===== config.mk =====
export PLATFORM = sky130hd
export DESIGN_NAME = axi_tlul_bridge
export DESIGN_NICKNAME = d
export VERILOG_FILES = /design/src/rtl/axtl_pkg.sv /design/src/rtl/axtl_lane_window.sv /design/src/rtl/axtl_req_stage.sv /design/src/rtl/axtl_resp_map.sv /design/src/rtl/axi_tlul_bridge.sv
export SDC_FILE = /design/constraint.sdc
export NUM_CORES = 1
export LEC_CHECK = 0
export BUFFER_PORTS_ARGS = -buffer_cell sky130_fd_sc_hd__buf_2
export CORE_AREA = 2 2 488 490
export CTS_CLUSTER_DIAMETER = 50
export DETAILED_ROUTE_END_ITERATION = 12
export DIE_AREA = 0 0 490 492
export PLACE_DENSITY = 0.3
export SLEW_MARGIN = 10
export SYNTH_ARGS = -nofsm -noshare
export SYNTH_HDL_FRONTEND = slang
export SYNTH_SLANG_ARGS = --single-unit

===== constraint.sdc =====
create_clock -name clk -period 4.65 [get_ports clk]
set_input_delay 0.2325 -clock clk [delete_from_list [all_inputs] [get_ports clk]]
set_output_delay 0.2325 -clock clk [all_outputs]
set_load 0.01 [all_outputs]

===== src/rtl/axtl_pkg.sv =====
package axtl_pkg;
   typedef enum logic [2:0] {
      A_PUT_FULL = 3'd0,
      A_PUT_PART = 3'd1,
      A_GET      = 3'd4
   } a_op_e;

   localparam logic [2:0] D_ACK      = 3'd0;
   localparam logic [2:0] D_ACK_DATA = 3'd1;

   localparam logic [1:0] RESP_OKAY   = 2'b00;
   localparam logic [1:0] RESP_SLVERR = 2'b10;

   localparam int SIZE_W = 3;
endpackage


===== src/rtl/axtl_lane_window.sv =====
// Decides whether a strobe covers every lane of the size-aligned window.
module axtl_lane_window #(
   parameter int STRB_W = 32,
   parameter int OFF_W  = 5
) (
   input  logic [OFF_W-1:0]  off,
   input  logic [2:0]        size,
   input  logic [STRB_W-1:0] strb,
   output logic              full
);
   logic [STRB_W-1:0] in_win;

   for (genvar i = 0; i < STRB_W; i++) begin : g_lane
      localparam logic [OFF_W-1:0] LANE = OFF_W'(i);
      // A lane belongs to the window when it shares the size-aligned block.
      assign in_win[i] = ((LANE >> size) == (off >> size));
   end

   assign full = &(strb | ~in_win);
endmodule


===== src/rtl/axtl_req_stage.sv =====
// Accepts one AXI request at a time and holds it as a channel A message.
module axtl_req_stage
   import axtl_pkg::*;
#(
   parameter int ADDR_W      = 32,
   parameter int ID_W        = 6,
   parameter int DATA_W      = 256,
   parameter bit WRITE_FIRST = 1'b1,
   localparam int STRB_W     = DATA_W / 8,
   localparam int OFF_W      = $clog2(STRB_W)
) (
   input  logic              clk,
   input  logic              rst,
   input  logic              aw_valid,
   output logic              aw_ready,
   input  logic [ADDR_W-1:0] aw_addr,
   input  logic [ID_W-1:0]   aw_id,
   input  logic [SIZE_W-1:0] aw_size,
   input  logic              w_valid,
   output logic              w_ready,
   input  logic [DATA_W-1:0] w_data,
   input  logic [STRB_W-1:0] w_strb,
   input  logic              ar_valid,
   output logic              ar_ready,
   input  logic [ADDR_W-1:0] ar_addr,
   input  logic [ID_W-1:0]   ar_id,
   input  logic [SIZE_W-1:0] ar_size,
   output logic              a_valid,
   input  logic              a_ready,
   output logic [2:0]        a_opcode,
   output logic [ADDR_W-1:0] a_address,
   output logic [ID_W-1:0]   a_source,
   output logic [SIZE_W-1:0] a_size,
   output logic [DATA_W-1:0] a_data,
   output logic [STRB_W-1:0] a_mask
);
   logic              busy_q;
   a_op_e             op_q;
   logic [ADDR_W-1:0] addr_q;
   logic [ID_W-1:0]   src_q;
   logic [SIZE_W-1:0] size_q;
   logic [DATA_W-1:0] data_q;
   logic [STRB_W-1:0] mask_q;

   logic idle, wr_offer, rd_offer, take_wr, take_rd, wr_full;

   assign idle     = ~busy_q & ~rst;
   assign wr_offer = aw_valid & w_valid;
   assign rd_offer = ar_valid;

   if (WRITE_FIRST) begin : g_wr_first
      assign take_wr = idle & wr_offer;
      assign take_rd = idle & rd_offer & ~wr_offer;
   end else begin : g_rd_first
      assign take_rd = idle & rd_offer;
      assign take_wr = idle & wr_offer & ~rd_offer;
   end

   axtl_lane_window #(.STRB_W(STRB_W), .OFF_W(OFF_W)) u_win (
      .off  (aw_addr[OFF_W-1:0]),
      .size (aw_size),
      .strb (w_strb),
      .full (wr_full)
   );

   always_ff @(posedge clk) begin
      if (rst) begin
         busy_q <= 1'b0;
         op_q   <= A_GET;
         addr_q <= '0;
         src_q  <= '0;
         size_q <= '0;
         data_q <= '0;
         mask_q <= '0;
      end else if (take_wr) begin
         busy_q <= 1'b1;
         op_q   <= wr_full ? A_PUT_FULL : A_PUT_PART;
         addr_q <= aw_addr;
         src_q  <= aw_id;
         size_q <= aw_size;
         data_q <= w_data;
         mask_q <= w_strb;
      end else if (take_rd) begin
         busy_q <= 1'b1;
         op_q   <= A_GET;
         addr_q <= ar_addr;
         src_q  <= ar_id;
         size_q <= ar_size;
         data_q <= '0;
         mask_q <= '1;
      end else if (busy_q && a_ready) begin
         busy_q <= 1'b0;
      end
   end

   assign aw_ready  = take_wr;
   assign w_ready   = take_wr;
   assign ar_ready  = take_rd;
   assign a_valid   = busy_q;
   assign a_opcode  = op_q;
   assign a_address = addr_q;
   assign a_source  = src_q;
   assign a_size    = size_q;
   assign a_data    = data_q;
   assign a_mask    = mask_q;
endmodule


===== src/rtl/axtl_resp_map.sv =====
// Steers channel D responses onto the AXI write-response or read-data channel.
module axtl_resp_map
   import axtl_pkg::*;
#(
   parameter int ID_W   = 6,
   parameter int DATA_W = 256
) (
   input  logic              rst,
   input  logic              d_valid,
   output logic              d_ready,
   input  logic [2:0]        d_opcode,
   input  logic [ID_W-1:0]   d_source,
   input  logic [DATA_W-1:0] d_data,
   input  logic              d_error,
   output logic              b_valid,
   input  logic              b_ready,
   output logic [ID_W-1:0]   b_id,
   output logic [1:0]        b_resp,
   output logic              r_valid,
   input  logic              r_ready,
   output logic [ID_W-1:0]   r_id,
   output logic [DATA_W-1:0] r_data,
   output logic [1:0]        r_resp
);
   logic live, is_ack, is_data;
   logic [1:0] code;

   assign live    = d_valid & ~rst;
   assign is_ack  = live & (d_opcode == D_ACK);
   assign is_data = live & (d_opcode == D_ACK_DATA);
   assign code    = d_error ? RESP_SLVERR : RESP_OKAY;

   assign b_valid = is_ack;
   assign b_id    = d_source;
   assign b_resp  = code;
   assign r_valid = is_data;
   assign r_id    = d_source;
   assign r_data  = d_data;
   assign r_resp  = code;
   assign d_ready = (is_ack & b_ready) | (is_data & r_ready);
endmodule


===== src/rtl/axi_tlul_bridge.sv =====
module axi_tlul_bridge
   import axtl_pkg::*;
#(
   parameter int ADDR_W      = 32,
   parameter int ID_W        = 6,
   parameter int DATA_W      = 256,
   parameter bit WRITE_FIRST = 1'b1,
   localparam int STRB_W     = DATA_W / 8
) (
   input  logic              clk,
   input  logic              rst,
   input  logic              aw_valid,
   output logic              aw_ready,
   input  logic [ADDR_W-1:0] aw_addr,
   input  logic [ID_W-1:0]   aw_id,
   input  logic [2:0]        aw_size,
   input  logic              w_valid,
   output logic              w_ready,
   input  logic [DATA_W-1:0] w_data,
   input  logic [STRB_W-1:0] w_strb,
   output logic              b_valid,
   input  logic              b_ready,
   output logic [ID_W-1:0]   b_id,
   output logic [1:0]        b_resp,
   input  logic              ar_valid,
   output logic              ar_ready,
   input  logic [ADDR_W-1:0] ar_addr,
   input  logic [ID_W-1:0]   ar_id,
   input  logic [2:0]        ar_size,
   output logic              r_valid,
   input  logic              r_ready,
   output logic [ID_W-1:0]   r_id,
   output logic [DATA_W-1:0] r_data,
   output logic [1:0]        r_resp,
   output logic              a_valid,
   input  logic              a_ready,
   output logic [2:0]        a_opcode,
   output logic [ADDR_W-1:0] a_address,
   output logic [ID_W-1:0]   a_source,
   output logic [2:0]        a_size,
   output logic [DATA_W-1:0] a_data,
   output logic [STRB_W-1:0] a_mask,
   input  logic              d_valid,
   output logic              d_ready,
   input  logic [2:0]        d_opcode,
   input  logic [ID_W-1:0]   d_source,
   input  logic [DATA_W-1:0] d_data,
   input  logic              d_error
);
   if (DATA_W < 16 || (DATA_W & (DATA_W - 1)) != 0) begin : g_bad_data_w
      $error("DATA_W must be a power of two of at least 16");
   end
   if (ADDR_W < $clog2(STRB_W)) begin : g_bad_addr_w
      $error("ADDR_W must cover the byte offset within a bus word");
   end
   if (ID_W < 1) begin : g_bad_id_w
      $error("ID_W must be at least 1");
   end

   axtl_req_stage #(
      .ADDR_W(ADDR_W), .ID_W(ID_W), .DATA_W(DATA_W), .WRITE_FIRST(WRITE_FIRST)
   ) u_req (
      .clk(clk), .rst(rst),
      .aw_valid(aw_valid), .aw_ready(aw_ready), .aw_addr(aw_addr),
      .aw_id(aw_id), .aw_size(aw_size),
      .w_valid(w_valid), .w_ready(w_ready), .w_data(w_data), .w_strb(w_strb),
      .ar_valid(ar_valid), .ar_ready(ar_ready), .ar_addr(ar_addr),
      .ar_id(ar_id), .ar_size(ar_size),
      .a_valid(a_valid), .a_ready(a_ready), .a_opcode(a_opcode),
      .a_address(a_address), .a_source(a_source), .a_size(a_size),
      .a_data(a_data), .a_mask(a_mask)
   );

   axtl_resp_map #(.ID_W(ID_W), .DATA_W(DATA_W)) u_resp (
      .rst(rst),
      .d_valid(d_valid), .d_ready(d_ready), .d_opcode(d_opcode),
      .d_source(d_source), .d_data(d_data), .d_error(d_error),
      .b_valid(b_valid), .b_ready(b_ready), .b_id(b_id), .b_resp(b_resp),
      .r_valid(r_valid), .r_ready(r_ready), .r_id(r_id), .r_data(r_data),
      .r_resp(r_resp)
   );
endmodule


==> run summary <==
TritonCTS Sinks - 332
DRC Markers - 0
Total track usage - 0.0980
Die Y - 492 um
Vias - 16300
Status - completed
Initial Util - 0.0628
Req. time, crit path - 4.42 ns
Io pins - 1256
Hold/Removal Path Class - primary input to flop
Initial antenna violation count - 67
Synth warn - 0
Avg Cell Area, Syn - 8.68 um2
Number of synthesized flops with an enable pin - 0
Global-route wire length before repair - 160000 um
Fin crit share - 0.663
Setup violators final - 0
Most common cell after layout, fill and taps aside - buf_2
Sequential share of the synthesized area - 0.448
Reg area - 0.00665 mm2
Fin. Hold Viols - 0
Top Family by Delay on Critical Path - buffers and inverters
Layout cell share with drive strength beyond 1 - 0.353
Clock latency on the worst-skew pair - 0.70 ns
Setup_tns - 0 ns
Synth Area in XOR/XNOR - 0.0130
H-tree depth - 3
Predominant post-synthesis flop cell - dfxtp_1
Simple-gate share of the synthesized area - 0.132
Worst path bufs/invs - 3
Post-synth ARST share - 0
CP Class - flop to output port
Fillers - 27300
CORE AREA - 0.236 mm2
Multi-input logic area - 0.00561 mm2
Synth unique cells - 59
Minimum clock period - 3.08 ns
PortBufs - 719
VDD IR max - 0.240 mV
Worst Max-Slew Pin Slew - 0.931 ns
Max_cap viols - 0
Leakage - 11.0 nW
CTS root buffer - clkbuf_16
Die Area - 0.241 mm2
Commonest cells after routing, fill and taps aside - buf_2 (718), dlygate4sd3_1 (389), nor2_1 (357), dfxtp_1 (332), a22oi_1 (258)
Adder-cell share of the synthesized area - 0.00927
Drt total wl - 122000 um
Max frequency - 324 MHz
Layout net count - 3171
Detail Placement HPWL - 100000 um
CTS Buf Count - 75
WL/cell - 21.2 um
Buffer count from post-CTS setup fixing - 0
PD cells - 374 mW/mm2
CP peak stage delay - 0.49 ns
Largest net degree at the start of global routing - 157
Worst-path clk slew - 0.05 ns
Avg Vias per Cell - 2.83
Clock buffer depth - 3
Largest family of logic cells by synthesized area - compound AO/OA/AOI/OAI gates
Placer Congestion - 0.790
DRT iter0 DRCs - 1128
Pins Over Slew Limit - 0
P&R area growth vs syn - 80.2%
Overall power - 10.0 mW
Die width - 490 um
Register bit total from synthesis - 332
CP Max Fanout - 82
Number of global-route vias before repair - 16700
CP startpoint kind - flop
Synth Instances - 1710
Cell Area, Synth - 0.0148 mm2
GR Overflow Total - 0
Critical-path top delay cell - inv_8
Worst clock skew - 0.0524 ns
Multiplexer share of the synthesized area - 0.00598
Crit path arrival time - 2.85 ns
CTS tree - built
Row cnt - 179
ANT nets after route - 0
Hold_ws - 0.0366 ns
Slew HR - 0.378
Crit-path cells - nor2_1 > nand2_4 > inv_8 > buf_4 > buf_2
DRT Pass-1 Iters - 5
Complex-gate fraction of the synthesized area - 0.215
Unrepaired setup endpoints after global routing - false
Critical Path Sink Type - output port
through the flow:
| stage | setup slack [ns] | instances | instance area, um2 | util |
|---|---|---|---|---|
| after floorplan | 1.89 | 1712 | 14900 | - |
| after global placement | 1.10 | 5216 | 20200 | 0.0853 |
| after detailed placement | 1.11 | 5216 | 20200 | 0.0853 |
| after CTS | 1.32 | 5738 | 26700 | 0.113 |
| after global routing | 1.27 | 5756 | 26700 | 0.113 |
| final | 1.57 | 5768 | 26700 | 0.113 |
final timing paths:
kind                                        start           endpoint  slack (ns)  cells after the start
worst max-delay path                u_req.a_valid           aw_ready        1.57                      5
worst min register to register  u_req.a_data[190]  u_req.a_data[190]        0.49                      2
worst max register to register      u_req.a_valid    u_req.a_size[2]        1.59                      7
worst min-delay path                          rst  u_req.a_data[173]        0.04                      2
area by class of cell:
type                    count  share of cell area
repair buffers           1132               0.290
flip-flops and latches    332               0.248
multi-input cells         957               0.210
well taps                3167               0.148
clock buffers              93              0.0768
clock inverters            40              0.0211
diodes                     30             0.00281
inverters                  17             0.00267
power breakdown:
group          internal (mW)  switching (mW)
combinational          0.635           0.760
clock                   3.52            2.04
sequential              2.97          0.0725
timing repair:
item / CTS / global route
resized for setup: 0 / 0
hold endpoints to repair: 330 / 0
hold buffers: 389 / 0
state kept, by name, summed over array words and instances (netlist names):
| signal | cells |
|---|---|
| u_req.a_size | 3 |
| u_req.a_data | 256 |
| u_req.a_mask | 32 |
| u_req.a_address | 32 |
| u_req.a_opcode | 2 |
| u_req.a_valid | 1 |
| u_req.a_source | 6 |
cells by family after synthesis:
kind of cell / Yosys count
buf+inv: 423
other cells: 1
xor+xnor: 22
simple gates: 495
compound gates: 419
mux: 7
fa+ha+maj: 11
flops: 332
synthesized netlist by cell type (5+ instances only):
cell type | number | share of area
o22ai_1 | 16 | 0.0067
xnor2_1 | 18 | 0.011
ha_1 | 11 | 0.0093
nor2b_1 | 10 | 0.0042
nor4_1 | 5 | 0.0021
inv_1 | 14 | 0.0035
buf_4 | 274 | 0.14
a22oi_1 | 258 | 0.13
nand2_1 | 88 | 0.022
nor2_1 | 357 | 0.090
a311oi_1 | 35 | 0.021
buf_1 | 8 | 0.0020
o221a_2 | 20 | 0.015
dfxtp_1 | 332 | 0.45
clkbuf_1 | 120 | 0.030
a211oi_1 | 6 | 0.0030
nor3_1 | 13 | 0.0044
a21oi_1 | 30 | 0.010
o21ai_0 | 17 | 0.0057
nand3_1 | 11 | 0.0037
metal layers:
layer / track usage / vias to the layer above / routed length [um]
met4: 0.0416 / 34 / 5080
met2: 0.162 / 1117 / 57600
li1: - / 7394 / -
met1: 0.0941 / 7505 / 40300
met3: 0.0675 / 277 / 19100
met5: 0 / - / 230
Note: power is estimated with default switching activity, not from simulation.
